`src/rtl/pad2d_pkg.sv`:
```
package pad2d_pkg;
  typedef enum logic [1:0] {
    ST_IDLE = 2'd0,
    ST_RUN  = 2'd1,
    ST_FIN  = 2'd2
  } pad2d_state_e;

  // Strobes from control to datapath
  typedef struct packed {
    logic load;      // accept descriptor, reset address registers
    logic beat;      // a beat is issued this cycle
    logic dataBeat;  // the beat reads external memory
    logic rowEnd;    // last beat of a padded row that holds tile data
  } pad2d_strobe_t;
endpackage

```
`src/rtl/pad2d_ctrl.sv`:
```
module pad2d_ctrl
  import pad2d_pkg::*;
#(
  parameter int DIM_W = 16,
  parameter int PAD_W = 4
) (
  input  logic             clk,
  input  logic             rstN,
  input  logic             start,
  input  logic [DIM_W-1:0] rowCount,
  input  logic [DIM_W-1:0] colCount,
  input  logic [PAD_W-1:0] padAbove,
  input  logic [PAD_W-1:0] padBelow,
  input  logic [PAD_W-1:0] padLeft,
  input  logic [PAD_W-1:0] padRight,
  output pad2d_strobe_t    strobe,
  output logic             busy,
  output logic             beatValid,
  output logic             beatZero,
  output logic             done
);
  localparam int CNT_W = DIM_W + 1;

  pad2d_state_e stateQ;
  logic [DIM_W-1:0] rowsQ, colsQ;
  logic [PAD_W-1:0] aboveQ, belowQ, leftQ, rightQ;
  logic [CNT_W-1:0] rowQ, colQ;
  logic [CNT_W-1:0] totRows, totCols, rowDataEnd, colDataEnd;
  logic accept, running, lastCol, lastRow, rowIsData, colIsData;

  assign accept  = start && (stateQ == ST_IDLE);
  assign running = (stateQ == ST_RUN);

  assign totRows    = CNT_W'(rowsQ) + CNT_W'(aboveQ) + CNT_W'(belowQ);
  assign totCols    = CNT_W'(colsQ) + CNT_W'(leftQ) + CNT_W'(rightQ);
  assign rowDataEnd = CNT_W'(aboveQ) + CNT_W'(rowsQ);
  assign colDataEnd = CNT_W'(leftQ) + CNT_W'(colsQ);

  assign lastCol   = (colQ == totCols - CNT_W'(1));
  assign lastRow   = (rowQ == totRows - CNT_W'(1));
  assign rowIsData = (rowQ >= CNT_W'(aboveQ)) && (rowQ < rowDataEnd);
  assign colIsData = (colQ >= CNT_W'(leftQ)) && (colQ < colDataEnd);

  always_comb begin
    strobe          = '0;
    strobe.load     = accept;
    strobe.beat     = running;
    strobe.dataBeat = running && rowIsData && colIsData;
    strobe.rowEnd   = running && rowIsData && lastCol;
  end

  assign busy      = (stateQ != ST_IDLE);
  assign beatValid = running;
  assign beatZero  = running && !(rowIsData && colIsData);
  assign done      = (stateQ == ST_FIN);

  always_ff @(posedge clk) begin
    if (!rstN) begin
      stateQ <= ST_IDLE;
      rowsQ  <= '0;
      colsQ  <= '0;
      aboveQ <= '0;
      belowQ <= '0;
      leftQ  <= '0;
      rightQ <= '0;
      rowQ   <= '0;
      colQ   <= '0;
    end else begin
      unique case (stateQ)
        ST_IDLE: begin
          if (accept) begin
            rowsQ  <= rowCount;
            colsQ  <= colCount;
            aboveQ <= padAbove;
            belowQ <= padBelow;
            leftQ  <= padLeft;
            rightQ <= padRight;
            rowQ   <= '0;
            colQ   <= '0;
            if (rowCount == '0 || colCount == '0) stateQ <= ST_FIN;
            else                                  stateQ <= ST_RUN;
          end
        end
        ST_RUN: begin
          if (lastCol) begin
            colQ <= '0;
            rowQ <= rowQ + CNT_W'(1);
            if (lastRow) stateQ <= ST_FIN;
          end else begin
            colQ <= colQ + CNT_W'(1);
          end
        end
        ST_FIN:  stateQ <= ST_IDLE;
        default: stateQ <= ST_IDLE;
      endcase
    end
  end
endmodule

```
`src/rtl/pad2d_dp.sv`:
```
module pad2d_dp
  import pad2d_pkg::*;
#(
  parameter int EXT_AW  = 32,
  parameter int SRAM_AW = 16,
  parameter int DIM_W   = 16
) (
  input  logic               clk,
  input  logic               rstN,
  input  pad2d_strobe_t      strobe,
  input  logic [EXT_AW-1:0]  extBase,
  input  logic [SRAM_AW-1:0] sramBase,
  input  logic [DIM_W-1:0]   rowStride,
  output logic [EXT_AW-1:0]  beatExtAddr,
  output logic [SRAM_AW-1:0] beatSramAddr
);
  logic [EXT_AW-1:0]  rowBaseQ;
  logic [DIM_W-1:0]   strideQ;
  logic [DIM_W-1:0]   colOffQ;
  logic [SRAM_AW-1:0] sramQ;

  assign beatSramAddr = sramQ;
  assign beatExtAddr  = strobe.dataBeat ? (rowBaseQ + EXT_AW'(colOffQ)) : '0;

  always_ff @(posedge clk) begin
    if (!rstN) begin
      rowBaseQ <= '0;
      strideQ  <= '0;
      colOffQ  <= '0;
      sramQ    <= '0;
    end else if (strobe.load) begin
      rowBaseQ <= extBase;
      strideQ  <= rowStride;
      colOffQ  <= '0;
      sramQ    <= sramBase;
    end else begin
      if (strobe.beat) sramQ <= sramQ + SRAM_AW'(1);
      if (strobe.rowEnd) begin
        rowBaseQ <= rowBaseQ + EXT_AW'(strideQ);
        colOffQ  <= '0;
      end else if (strobe.dataBeat) begin
        colOffQ <= colOffQ + DIM_W'(1);
      end
    end
  end
endmodule

```
`src/rtl/pad2d_addr_gen.sv`:
```
module pad2d_addr_gen
  import pad2d_pkg::*;
#(
  parameter int EXT_AW  = 32,
  parameter int SRAM_AW = 16,
  parameter int DIM_W   = 16,
  parameter int PAD_W   = 4
) (
  input  logic               clk,
  input  logic               rstN,
  input  logic               start,
  input  logic [EXT_AW-1:0]  extBase,
  input  logic [SRAM_AW-1:0] sramBase,
  input  logic [DIM_W-1:0]   rowCount,
  input  logic [DIM_W-1:0]   colCount,
  input  logic [DIM_W-1:0]   rowStride,
  input  logic [PAD_W-1:0]   padAbove,
  input  logic [PAD_W-1:0]   padBelow,
  input  logic [PAD_W-1:0]   padLeft,
  input  logic [PAD_W-1:0]   padRight,
  output logic               busy,
  output logic               beatValid,
  output logic               beatZero,
  output logic [EXT_AW-1:0]  beatExtAddr,
  output logic [SRAM_AW-1:0] beatSramAddr,
  output logic               done
);
  pad2d_strobe_t strobe;

  pad2d_ctrl #(.DIM_W(DIM_W), .PAD_W(PAD_W)) ctrl_i (
    .clk(clk), .rstN(rstN), .start(start),
    .rowCount(rowCount), .colCount(colCount),
    .padAbove(padAbove), .padBelow(padBelow),
    .padLeft(padLeft), .padRight(padRight),
    .strobe(strobe), .busy(busy), .beatValid(beatValid),
    .beatZero(beatZero), .done(done)
  );

  pad2d_dp #(.EXT_AW(EXT_AW), .SRAM_AW(SRAM_AW), .DIM_W(DIM_W)) dp_i (
    .clk(clk), .rstN(rstN), .strobe(strobe),
    .extBase(extBase), .sramBase(sramBase), .rowStride(rowStride),
    .beatExtAddr(beatExtAddr), .beatSramAddr(beatSramAddr)
  );
endmodule

```
`config.mk`:
```
export PLATFORM = sky130hd
export DESIGN_NAME = pad2d_addr_gen
export DESIGN_NICKNAME = d
export VERILOG_FILES = /design/src/rtl/pad2d_pkg.sv /design/src/rtl/pad2d_ctrl.sv /design/src/rtl/pad2d_dp.sv /design/src/rtl/pad2d_addr_gen.sv
export SDC_FILE = /design/constraint.sdc
export NUM_CORES = 1
export LEC_CHECK = 0
export CAP_MARGIN = 20
export CORE_MARGIN = 4
export CORE_UTILIZATION = 55
export CTS_BUF_LIST = sky130_fd_sc_hd__clkbuf_8
export DETAILED_ROUTE_END_ITERATION = 10
export DONT_BUFFER_PORTS = 1
export PLACE_DENSITY = 0.68
export SKIP_LAST_GASP = 1
export SLEW_MARGIN = 0
export SYNTH_ARGS = -nofsm -noshare
export SYNTH_HDL_FRONTEND = slang
export SYNTH_HIERARCHICAL = 1
export SYNTH_SLANG_ARGS = --single-unit
```
`constraint.sdc`:
```
create_clock -name clk -period 6.8 [get_ports clk]
set_input_delay 0.68 -clock clk [delete_from_list [all_inputs] [get_ports clk]]
set_output_delay 0.68 -clock clk [all_outputs]
set_load 0.01 [all_outputs]
```
Yosys cells after proc, flatten, opt, wreduce, memory -nomap -nowiden
Cells that the tools add are included.

Register bits after elaboration: 164. Latch bits: 0. Bits in writable memories: 0. Memory bits (read-only): 0. Bits of input ports: 115. Word-level logic and storage cells: 74. Memories: 0.

$add $sub $neg: 12. Multipliers: 0. Div/mod/pow operators: 0. $lt $le $gt $ge: 4. Equal/unequal tests: 7. Shift operators: 0. Mux-type cells: 15. Bitwise operators: 1. Reduce and logical (&&, ||, !) cells: 22.

Operators with widths (count): 32-bit 2-to-1 mux (3); 17-bit one-hot mux with 2 select lines (2); 32-bit by 16-bit adder with 32-bit output (2); 17-bit 2-to-1 mux (3); 16-bit by 4-bit adder with 17-bit output (2); 17-bit by 1-bit adder with 17-bit output, second input constant (2); 17-bit by 4-bit adder with 17-bit output (2); 17-bit equality test (2); 17-bit by 4-bit >= comparator with 1-bit output (2); 17-bit < comparator (2); 17-bit by 1-bit subtractor with 17-bit output, second input constant (2); 16-bit by 1-bit adder with 16-bit output, second input constant (2); 16-bit logical NOT (2); 16-bit 2-to-1 mux (2); 1-bit logical AND (8); 2-bit 2-to-1 mux (4); 2-bit nonzero test (4); 3-bit AND reduction (2); 2-bit inequality test, second input constant (2); 2-bit one-hot mux with 2 select lines (1); 2-bit AND reduction (2); 3-bit OR reduction (1); 2-bit by 1-bit equality test with 1-bit output, second input constant (1); 2-bit equality test, second input constant (1); 5 further kinds (5).

Depth between registers and ports, before layout
Gate-level depths: netlist of the first run.

Depth in word-level cells: 7. Depth in mapped cells: 28. Gate-level depth less buffers: 26.

By module
Netlist of the first run, hierarchy kept.

Modules (own cells, without submodules): pad2d_ctrl (instances 1, cells each 1107, area an instance 8343.0 um^2, seq. area each 1681.6 um^2); pad2d_dp (instances 1, cells each 728, area an instance 5729.2 um^2, seq. area each 1601.5 um^2).

Least setup slack after synthesis of the first run
OpenSTA, ideal clock, no wires.

Path type: register to register. Start: reg ctrl_i.leftQ[0]. End: reg dp_i.rowBaseQ[3]. Library setup time: 0.070 ns. Arrival: 5.682 ns. Required time: 6.730 ns. Setup slack: 1.048 ns. Cell stages (with the launch flop): 26. Path buffers: 5. Clock period less this slack: 5.752 ns. Path through: dfxtp_1 > ha_1 > inv_1 > fa_1 > nand2b_1 > a211o_1 > buf_6 > o21ai_0 > and2_1 > buf_6 > inv_1 > ha_1 > or4_1 > and4_1 > o211a_1 > a311oi_2 > a21oi_1 > nand4bb_1 > or4b_1 > buf_2 > nor3_1 > buf_1 > clkbuf_1 > o21ai_0 > a2bb2oi_1 > a21oi_1.

RTL lines: from (decl) (RTL line pad2d_ctrl.sv:26) `logic [PAD_W-1:0] aboveQ, belowQ, leftQ, rightQ;`; from (signal assigned) (RTL line pad2d_ctrl.sv:76) `leftQ <= padLeft;`; to (signal assigned) (RTL line pad2d_dp.sv:32) `rowBaseQ <= extBase;`; to (signal assigned) (RTL line pad2d_dp.sv:39) `rowBaseQ <= rowBaseQ + EXT_AW'(strideQ);`; to (decl) (RTL line pad2d_dp.sv:17) `logic [EXT_AW-1:0] rowBaseQ;`.

==> reports/qor.yml, run 1 <==
placed_design:
  dp.cells: 2093
  post-dp-hpwl_um: 28700
  gp_congestion: 0.900
  port_buffers: 0
finish:
  area_growth_pct: 4.08
  diodes: 0
  nets: 2004
  stdcell_count: 2125
  drive_gt1_frac: 0.0607
drt:
  drt_iter0_markers: 846
  wl_per_cell_um: 17.7
  drt_pass1_iterations: 5
  routed_wl_um: 37600
  ant_nets: 0
  vias: 13000
  avgViaCountPerCell: 6.14
  post-route-drc-count: 0
floorplanning:
  fp.dieW_um: 168
  core_area_mm2: 0.0252
  initial_core_util: 0.559
  chipHeight_um: 168
  die_area_mm2: 0.0282
  ioPinCount: 167
  rows: 58
worst_hold_path:
  hold_depth: 2
  hp-class: "in2reg"
  holdPathEnd: "dp_i/beatSramAddr[0]"
  hold_start: "sramBase[0]"
pwr:
  switchingPower_mw: 0.905
  p_clk_frac: 0.288
  pwr-share-seq: 0.426
  power.total_mw: 2.50
  comb_power_share: 0.286
  power_density_mw_per_mm2: 171
  switching_share: 0.362
  p_int_mw: 1.60
  peakVddDrop_v: 0.000115
  leakagePower_nw: 5.76
clock_tree:
  clkLatencyLatePin_ns: 0.47
  clkSlewWorstSetupHoldPaths_ns: 0.12
  cts_tree: "yes"
  cts_inserted_buffers: 17
  ctsHtreeMaxLevel: 4
  cts_buffer_depth: 2
  ctsHoldBuffers: 0
  clock_sinks: 164
  clock-root-buffer: "clkbuf_8"
setup_path:
  crit_fanout: 9
  r2r_cells: 25
  r2r_slack_ns: 0.44
  cpPeakStageDelay_ns: 0.74
  worstSetupEndpointType: "flop"
  arrival_ns: 6.75
  crit_type: "reg2reg"
  critPathLaunchType: "flop"
  cpMaxStageDelayCell: "or4b_1"
  worstPathRequired_ns: 7.19
  r2r-end: "dp_i/rowBaseQ[27]"
  rr_startpoint: "ctrl_i/leftQ[0]"
yosys:
  synthCells: 1835
  async_reset_ff_frac: 0
  synth_common_cells: "nand2_1 (212), dfxtp_1 (164), nor2_1 (161)"
  synth_top_area_frac: 0.233
  synth_edf_count: 0
  yosys_most_used_dff: "dfxtp_1"
  synth.avg_cell_area_um2: 7.67
  syn_area_mm2: 0.0141
  yosysWarnings: 6
  synthSimpleGateAreaFrac: 0.255
  synth_mux_area_frac: 0.0317
  synth_cell_type_count: 105
  synthXorXnorAreaFrac: 0.0940
  netlist_top_cells_area: "dfxtp_1 (23%), ha_1 (9.0%), nand2_1 (5.7%)"
  synthAdderAreaFrac: 0.104
  synth_nets: 2057
  synth_compound_area_frac: 0.230
  synth_top_family_by_area: "simple AND/OR/NAND/NOR gates"
  synth_most_common_cell: "nand2_1"
  seq_area_frac_synth: 0.233
  yosys_register_bits: 164
  synth_top_area_cell: "dfxtp_1"
grt:
  grt_pass1_wl_um: 61400
  overflow: 0
  grtUsageTotal: 0.258
  antenna_found_initial: 0
  grt_pass1_vias: 12400
  grt_max_degree: 101
timing:
  finalSetupViolCount: 0
  slew_violations: 0
  period_needed_ns: 6.36
  rsz0062_at_grt: "false"
  max_freq_mhz: 157
  relSlewSlack: 0.317
  tightest_slew_ns: 1.02
  final.period_utilization: 0.936
  hold_violations: 0
  fin_skew_ns: 0.0293
  finalSetupTns_ns: 0
flow_run:
  cap_violations: 0
status:
  outcome: "finished, final reports clean"
## layer usage
metal / global-route usage / wire [um] / up-vias
li1: - / - / 6504
met1: 0.347 / 17300 / 6138
met2: 0.430 / 17300 / 376
met3: 0.0573 / 2640 / 28
met4: 0.0459 / 428 / 0
met5: 0 / 0 / -
## cell families after synthesis
logic type,Yosys count
simple gates,720
compound gates,467
buf+inv,177
flops,164
xor+xnor,148
fa+ha+maj,115
mux,44
## what timing repair did
item | in CTS | in global routing
setup endpoints to repair | 0 | 36
setup buffers | 0 | 0
gates resized for setup | 0 | 3
## how the worst max path moves through the flow
stage                          startpoint  depth (start not counted)                 to
after global placement    ctrl_i/leftQ[0]                         23  dp_i/rowBaseQ[25]
after global routing      ctrl_i/leftQ[0]                         25  dp_i/rowBaseQ[27]
final                     ctrl_i/leftQ[0]                         25  dp_i/rowBaseQ[27]
after floorplan           ctrl_i/leftQ[0]                         25   dp_i/rowBaseQ[3]
after CTS                 ctrl_i/leftQ[0]                         23  dp_i/rowBaseQ[25]
after detailed placement  ctrl_i/leftQ[0]                         23  dp_i/rowBaseQ[25]
## critical path, delay by kind of cell, from the launching register on
family,cells,cell delay [ns]
AO/OA/AOI/OAI,7,1.29
buffers and inverters,3,0.41
adder cells (fa/ha/maj),3,1.02
AND/OR/NAND/NOR,11,2.98
flip-flops,1,0.37
XOR/XNOR,1,0.23
## final cells by class
| class | count | area, um^2 |
|---|---|---|
| clock buffer | 18 | 248 |
| clock inverter | 14 | 164 |
| fill | 2388 | 10500 |
| inverter | 88 | 333 |
| multi-input combinational | 1494 | 10100 |
| sequential | 164 | 3280 |
| tap | 330 | 413 |
| timing repair buffer | 17 | 128 |
## layout by cell type, fill, tap and decap left out, drive strengths merged, types with 7 or more instances in the layout
master  instances
clkinv          8
nor2          162
nor2b          17
clkbuf         18
ha            101
nand2         212
nor3b           8
a31oi          15
or4            11
dfxtp         164
and3           35
a21boi         51
o31ai          12
nor4           25
or2             8
o21a           20
nand2b         20
xor2           70
a31o            9
and2           19
nor3           37
and4           13
xnor2          78
nand4b          7
a21o           32
o21ai          84
mux2i          39
o211ai         15
o22ai           8
nand4          39
inv            93
a211oi         32
a211o           7
maj3            8
nand3          69
or3            22
a21oi         111
buf            17
## flip-flops by register name (all words and copies together) (netlist names)
register           flops
dp_i/rowBaseQ         32
dp_i/strideQ          16
ctrl_i/belowQ          4
ctrl_i/colQ           17
ctrl_i/aboveQ          4
ctrl_i/leftQ           4
ctrl_i/colsQ          16
ctrl_i/rowQ           17
ctrl_i/rightQ          4
ctrl_i/rowsQ          16
dp_i/beatSramAddr     16
dp_i/colOffQ          16
ctrl_i/stateQ          2
## stage by stage
step	hold WS, ns	utilization	cell area, um^2	setup slack [ns]
after detailed placement	0.463	0.565	14200	0.255
after global placement	0.451	0.565	14200	0.472
final	0.341	0.582	14600	0.438
after global routing	0.305	0.582	14600	0.0287
after CTS	0.305	0.581	14600	0.202
after floorplan	0.443	-	14100	1.05
## power groups by stage
stage	clock network [mW]	registers (mW)	logic (mW)
after global placement	0	1.09	0.698
after detailed placement	0	1.09	0.708
final	0.720	1.07	0.716
after CTS	0.747	1.06	0.712
after floorplan	0	1.06	0.594
after global routing	0.781	1.07	0.796
No activity file was read; power rests on OpenSTA's default activity.
==> inputs of run 2 (changes only) <==
- CORE_ASPECT_RATIO: unset -> 1.1
==> run 2 against run 1 <==
Net effect: largest cell class unchanged; non-clock buffer count grew 1; critical path depth down 5; first-iteration DRC count shrank 8.3%; worst hold slack got worse by 0.023 ns; flip-flop and latch count is the same; cell area grew 0.20%; global-route usage is 0.34 points higher; highest routed layer unchanged; wire length grew 0.18%; worst setup slack improved by 0.067 ns; largest power group unchanged; power increased by 0.93%.
==> reports/qor.yml, run 2 (synthesis gave the netlist of run 1 again) <==
placed_design:
  post-dp-hpwl_um: 28600
  gp_congestion: 0.978
  port_buffers: 0
  dp.cells: 2108
grt:
  grt_pass1_wl_um: 61800
  overflow: 0
  grt_pass1_vias: 12300
  antenna_found_initial: 0
  grtUsageTotal: 0.261
  grt_max_degree: 101
timing:
  rsz0062_at_grt: "false"
  hold_violations: 0
  final.period_utilization: 0.926
  finalSetupViolCount: 0
  max_freq_mhz: 159
  slew_violations: 0
  period_needed_ns: 6.29
  finalSetupTns_ns: 0
  fin_skew_ns: 0.0281
  relSlewSlack: 0.321
  tightest_slew_ns: 1.02
setup_path:
  r2r_slack_ns: 0.54
  crit_chain: "ha_1 -> fa_1 -> nand3_1 -> a21oi_1 -> nor2_1 -> inv_1 -> ha_1 -> nand2_1 -> a21oi_1 -> a211o_1 -> maj3_1 -> maj3_1 -> a211oi_1 -> o21a_1 -> o311ai_0 -> buf_4 -> nor3_2 -> buf_4 -> inv_2 -> nor3b_1"
  rr_startpoint: "ctrl_i/leftQ[0]"
  r2r-end: "dp_i/rowBaseQ[25]"
  critPathTopFamily: "adder cells"
  worstSetupEndpointType: "primary output"
  worst-path-stages: 20
  cpMaxStageDelayCell: "nor3b_1"
  critPathLaunchType: "flop"
  critPathBufInv: 4
  crit_fanout: 25
  r2r_cells: 27
  worstPathRequired_ns: 6.12
  cpPeakStageDelay_ns: 0.46
  arrival_ns: 5.61
  crit_type: "reg2out"
  crit_start: "ctrl_i/aboveQ[0]"
finish:
  largest_register_ffs: 32
  nets: 2005
  top_regs: "dp_i/rowBaseQ x32, ctrl_i/colQ x17, ctrl_i/rowQ x17"
  largest_register: "dp_i/rowBaseQ"
  layout_common_cells: "nand2_1 (212), dfxtp_1 (164), nor2_1 (161)"
  layout_commonest_cell: "nand2_1"
  stdcell_count: 2142
  drive_gt1_frac: 0.0618
  area_growth_pct: 4.29
  diodes: 0
clock_tree:
  clock_sinks: 164
  clkSlewWorstSetupHoldPaths_ns: 0.12
  ctsHoldBuffers: 0
  clkLatencyLatePin_ns: 0.49
  ctsHtreeMaxLevel: 4
  cts_buffer_depth: 2
  clock-root-buffer: "clkbuf_8"
  cts_inserted_buffers: 17
  cts_tree: "yes"
drt:
  drt_pass1_iterations: 5
  vias: 13000
  drt_iter0_markers: 776
  ant_nets: 0
  post-route-drc-count: 0
  wl_per_cell_um: 17.6
  avgViaCountPerCell: 6.08
  routed_wl_um: 37700
pwr:
  power_density_mw_per_mm2: 172
  power.total_mw: 2.53
  leakagePower_nw: 5.77
  peakVddDrop_v: 0.000107
status:
  outcome: "finished, final reports clean"
floorplanning:
  ioPinCount: 167
  core_area_mm2: 0.0253
  chipHeight_um: 176
  fp.dieW_um: 161
  initial_core_util: 0.557
  rows: 61
  die_area_mm2: 0.0282
worst_hold_path:
  hold_start: "sramBase[0]"
  hold_depth: 2
  holdPathEnd: "dp_i/beatSramAddr[0]"
  hp-class: "in2reg"
flow_run:
  cap_violations: 0
-- run 2: per-stage QoR --
stage / setup slack [ns] / hold WS, ns / utilization / area, um^2
finish: 0.505 / 0.318 / 0.581 / 14700
global route: 0.0486 / 0.284 / 0.581 / 14700
CTS: 0.107 / 0.299 / 0.580 / 14600
detailed placement: 0.148 / 0.462 / 0.564 / 14200
global placement: 0.361 / 0.454 / 0.564 / 14200
floorplan: 1.05 / 0.443 / - / 14100
-- run 2: area by class of cell --
type	instances	area, um^2
repair buffers	18	139
flip-flops and latches	164	3280
fillers	2393	10600
clock buffers	18	248
inverters	88	337
well taps	346	433
multi-input cells	1494	10100
clock inverters	14	160
-- run 2: how the worst max path moves through the flow --
stage and end:
4_1_cts dp_i/rowBaseQ[25], 2_1_floorplan dp_i/rowBaseQ[3], 6_report beatExtAddr[5], 5_1_grt dp_i/rowBaseQ[25], 3_3_place_gp dp_i/rowBaseQ[25], 3_5_place_dp dp_i/rowBaseQ[25]
-- run 2: power by group --
| part | internal (mW) | switching [mW] |
|---|---|---|
| clock network | 0.289 | 0.452 |
| registers | 1.00 | 0.0610 |
| logic | 0.305 | 0.415 |
-- run 2: repair_timing --
item	in CTS	in global routing
endpoints found under the setup margin	0	38
gates resized for setup	0	4
setup buffers	0	2
-- run 2: per-layer routing --
layer	vias up	part of all wire	GRT usage
met3	40	0.055	0.0422
met4	0	0.016	0.0610
li1	6518	-	-
met2	352	0.47	0.442
met1	6105	0.46	0.350
met5	-	0	0
==> inputs of run 3 (changes only) <==
==> constraint.sdc (replaced) <==
create_clock -name clk -period 6.8 [get_ports clk]
set_input_delay 1.36 -clock clk [delete_from_list [all_inputs] [get_ports clk]]
set_output_delay 1.36 -clock clk [all_outputs]
set_load 0.01 [all_outputs]
==> run 3 against run 2 <==
Net effect: clock skew down 0.0037 ns; flip-flop and latch count did not move; die area stayed put; critical path depth is 1 higher; count of clock-buffer cells in the layout is the same; sequential share of layout area is 0.13 points lower; utilization increased by 0.37 points; combinational power is 0.6% higher; via count is 1.5% higher; sequential power barely moved; critical path type unchanged; critical endpoint is now beatExtAddr[4]; largest cell class unchanged; largest power group unchanged.
==> reports/qor.yml, run 3 (synthesis gave the netlist of run 1 again) <==
floorplanning:
  die_area_mm2: 0.0282
  chipHeight_um: 176
  rows: 61
  initial_core_util: 0.557
  core_area_mm2: 0.0253
  fp.dieW_um: 161
  ioPinCount: 167
pwr:
  power_density_mw_per_mm2: 173
  p_clk_frac: 0.301
  switchingPower_mw: 0.951
  pwr-share-seq: 0.416
  leakagePower_nw: 5.81
  power.total_mw: 2.56
  comb_power_share: 0.283
  switching_share: 0.371
  peakVddDrop_v: 0.0000978
  p_int_mw: 1.61
placed_design:
  post-dp-hpwl_um: 28700
  placed_cell_area_mm2: 0.0143
  dp.cells: 2111
  port_buffers: 0
  gp_congestion: 0.969
  dp_slack_ns: 0.276
clock_tree:
  cts_buffer_depth: 2
  ctsHoldBuffers: 0
  ctsHtreeMaxLevel: 4
  cts_tree: "yes"
  clock_sinks: 164
  cts_inserted_buffers: 17
  clock-root-buffer: "clkbuf_8"
  clkSlewWorstSetupHoldPaths_ns: 0.10
  clkLatencyLatePin_ns: 0.49
grt:
  grt_pass1_wl_um: 62000
  overflow: 0
  antenna_found_initial: 0
  grtUsageTotal: 0.262
  grt_pass1_vias: 12500
  grt_max_degree: 101
drt:
  avgViaCountPerCell: 6.16
  drt_pass1_iterations: 5
  wl_per_cell_um: 17.6
  routed_wl_um: 37800
  vias: 13200
  drt_iter0_markers: 1004
  post-route-drc-count: 0
  ant_nets: 0
timing:
  relSlewSlack: 0.359
  slew_violations: 0
  period_needed_ns: 6.47
  finalSetupTns_ns: 0
  finalSetupViolCount: 0
  final.period_utilization: 0.951
  max_freq_mhz: 155
  hold_violations: 0
  rsz0062_at_grt: "false"
  hold_ws_ns: 0.469
  fin_skew_ns: 0.0244
  finalWorstSetupSlack_ns: 0.333
  tightest_slew_ns: 0.959
finish:
  layout_commonest_cell: "nand2_1"
  largest_register_ffs: 32
  stdcell_count: 2146
  diodes: 0
  top_regs: "dp_i/rowBaseQ x32, ctrl_i/colQ x17, ctrl_i/rowQ x17"
  layout_common_cells: "nand2_1 (212), dfxtp_1 (163), nor2_1 (160)"
  fin_util: 0.585
  drive_gt1_frac: 0.0694
  nets: 2009
  largest_register: "dp_i/rowBaseQ"
  stdcell_area_mm2: 0.0148
  area_growth_pct: 4.95
setup_path:
  critPathLaunchType: "flop"
  arrival_ns: 5.11
  critPathTopFamily: "adder cells"
  cpPeakStageDelay_ns: 0.42
  crit_fanout: 8
  crit_chain: "ha_2 -> inv_1 -> fa_1 -> nand2b_2 -> o2bb2ai_1 -> xnor2_2 -> inv_2 -> ha_1 -> a21oi_1 -> o21ai_0 -> maj3_1 -> a21o_1 -> maj3_1 -> a21oi_1 -> maj3_1 -> o31ai_1 -> nor3_2 -> buf_6 -> buf_4 -> nand2_1 -> a21oi_1"
  crit_type: "reg2out"
  critPathBufInv: 4
  cpMaxStageDelayCell: "fa_1"
  worstPathRequired_ns: 5.44
  worstSetupEndpointType: "primary output"
flow_run:
  cap_violations: 0
status:
  outcome: "finished, final reports clean"
worst_hold_path:
  hp-class: "reg2reg"
run 3: cell types whose count changed in the layout (fill, tap and decap cells not counted), sizes merged:
cell | previous run | this run
buf | 18 | 22
clkinv | 8 | 6
inv | 93 | 95
run 3: final timing paths:
check | start | endpoint | slack [ns] | cells after the start
setup / recovery | ctrl_i/colsQ[0] | beatExtAddr[4] | 0.33 | 21
hold / removal | ctrl_i/belowQ[0] | ctrl_i/belowQ[0] | 0.47 | 2
hold reg to reg | ctrl_i/belowQ[0] | ctrl_i/belowQ[0] | 0.47 | 2
setup reg to reg | ctrl_i/colsQ[0] | dp_i/rowBaseQ[25] | 0.48 | 27
run 3: repair_timing:
action,in CTS,in global routing
setup buffers,0,3
setup endpoints to repair,26,57
pin swaps,0,1
gates resized for setup,4,12
run 3: metal layers:
layer / global-route usage / wire length (um) / vias up
met5: 0 / 0 / -
li1: - / - / 6533
met4: 0.0592 / 584 / 0
met1: 0.345 / 17000 / 6248
met2: 0.445 / 17900 / 390
met3: 0.0528 / 2330 / 42
run 3: cell type report:
type	instances	area, um^2
clock buffer	18	248
inverter	88	339
timing repair buffer	22	169
sequential	164	3280
multi-input combinational	1494	10100
fill	2409	10500
clock inverter	14	183
tap	346	433
run 3: worst min-delay path: cells and delay by family (launching register included):
family	cells	cell delay [ns]
flops	1	0.32
compound gates	1	0.06
simple gates	1	0.04
run 3: power by group through the flow:
stage / Sequential, mW / Combinational, mW / Clock, mW
6_report: 1.07 / 0.724 / 0.772
5_1_grt: 1.07 / 0.809 / 0.830
4_1_cts: 1.06 / 0.715 / 0.793
3_5_place_dp: 1.09 / 0.710 / 0
3_3_place_gp: 1.08 / 0.700 / 0
2_1_floorplan: 1.06 / 0.594 / 0
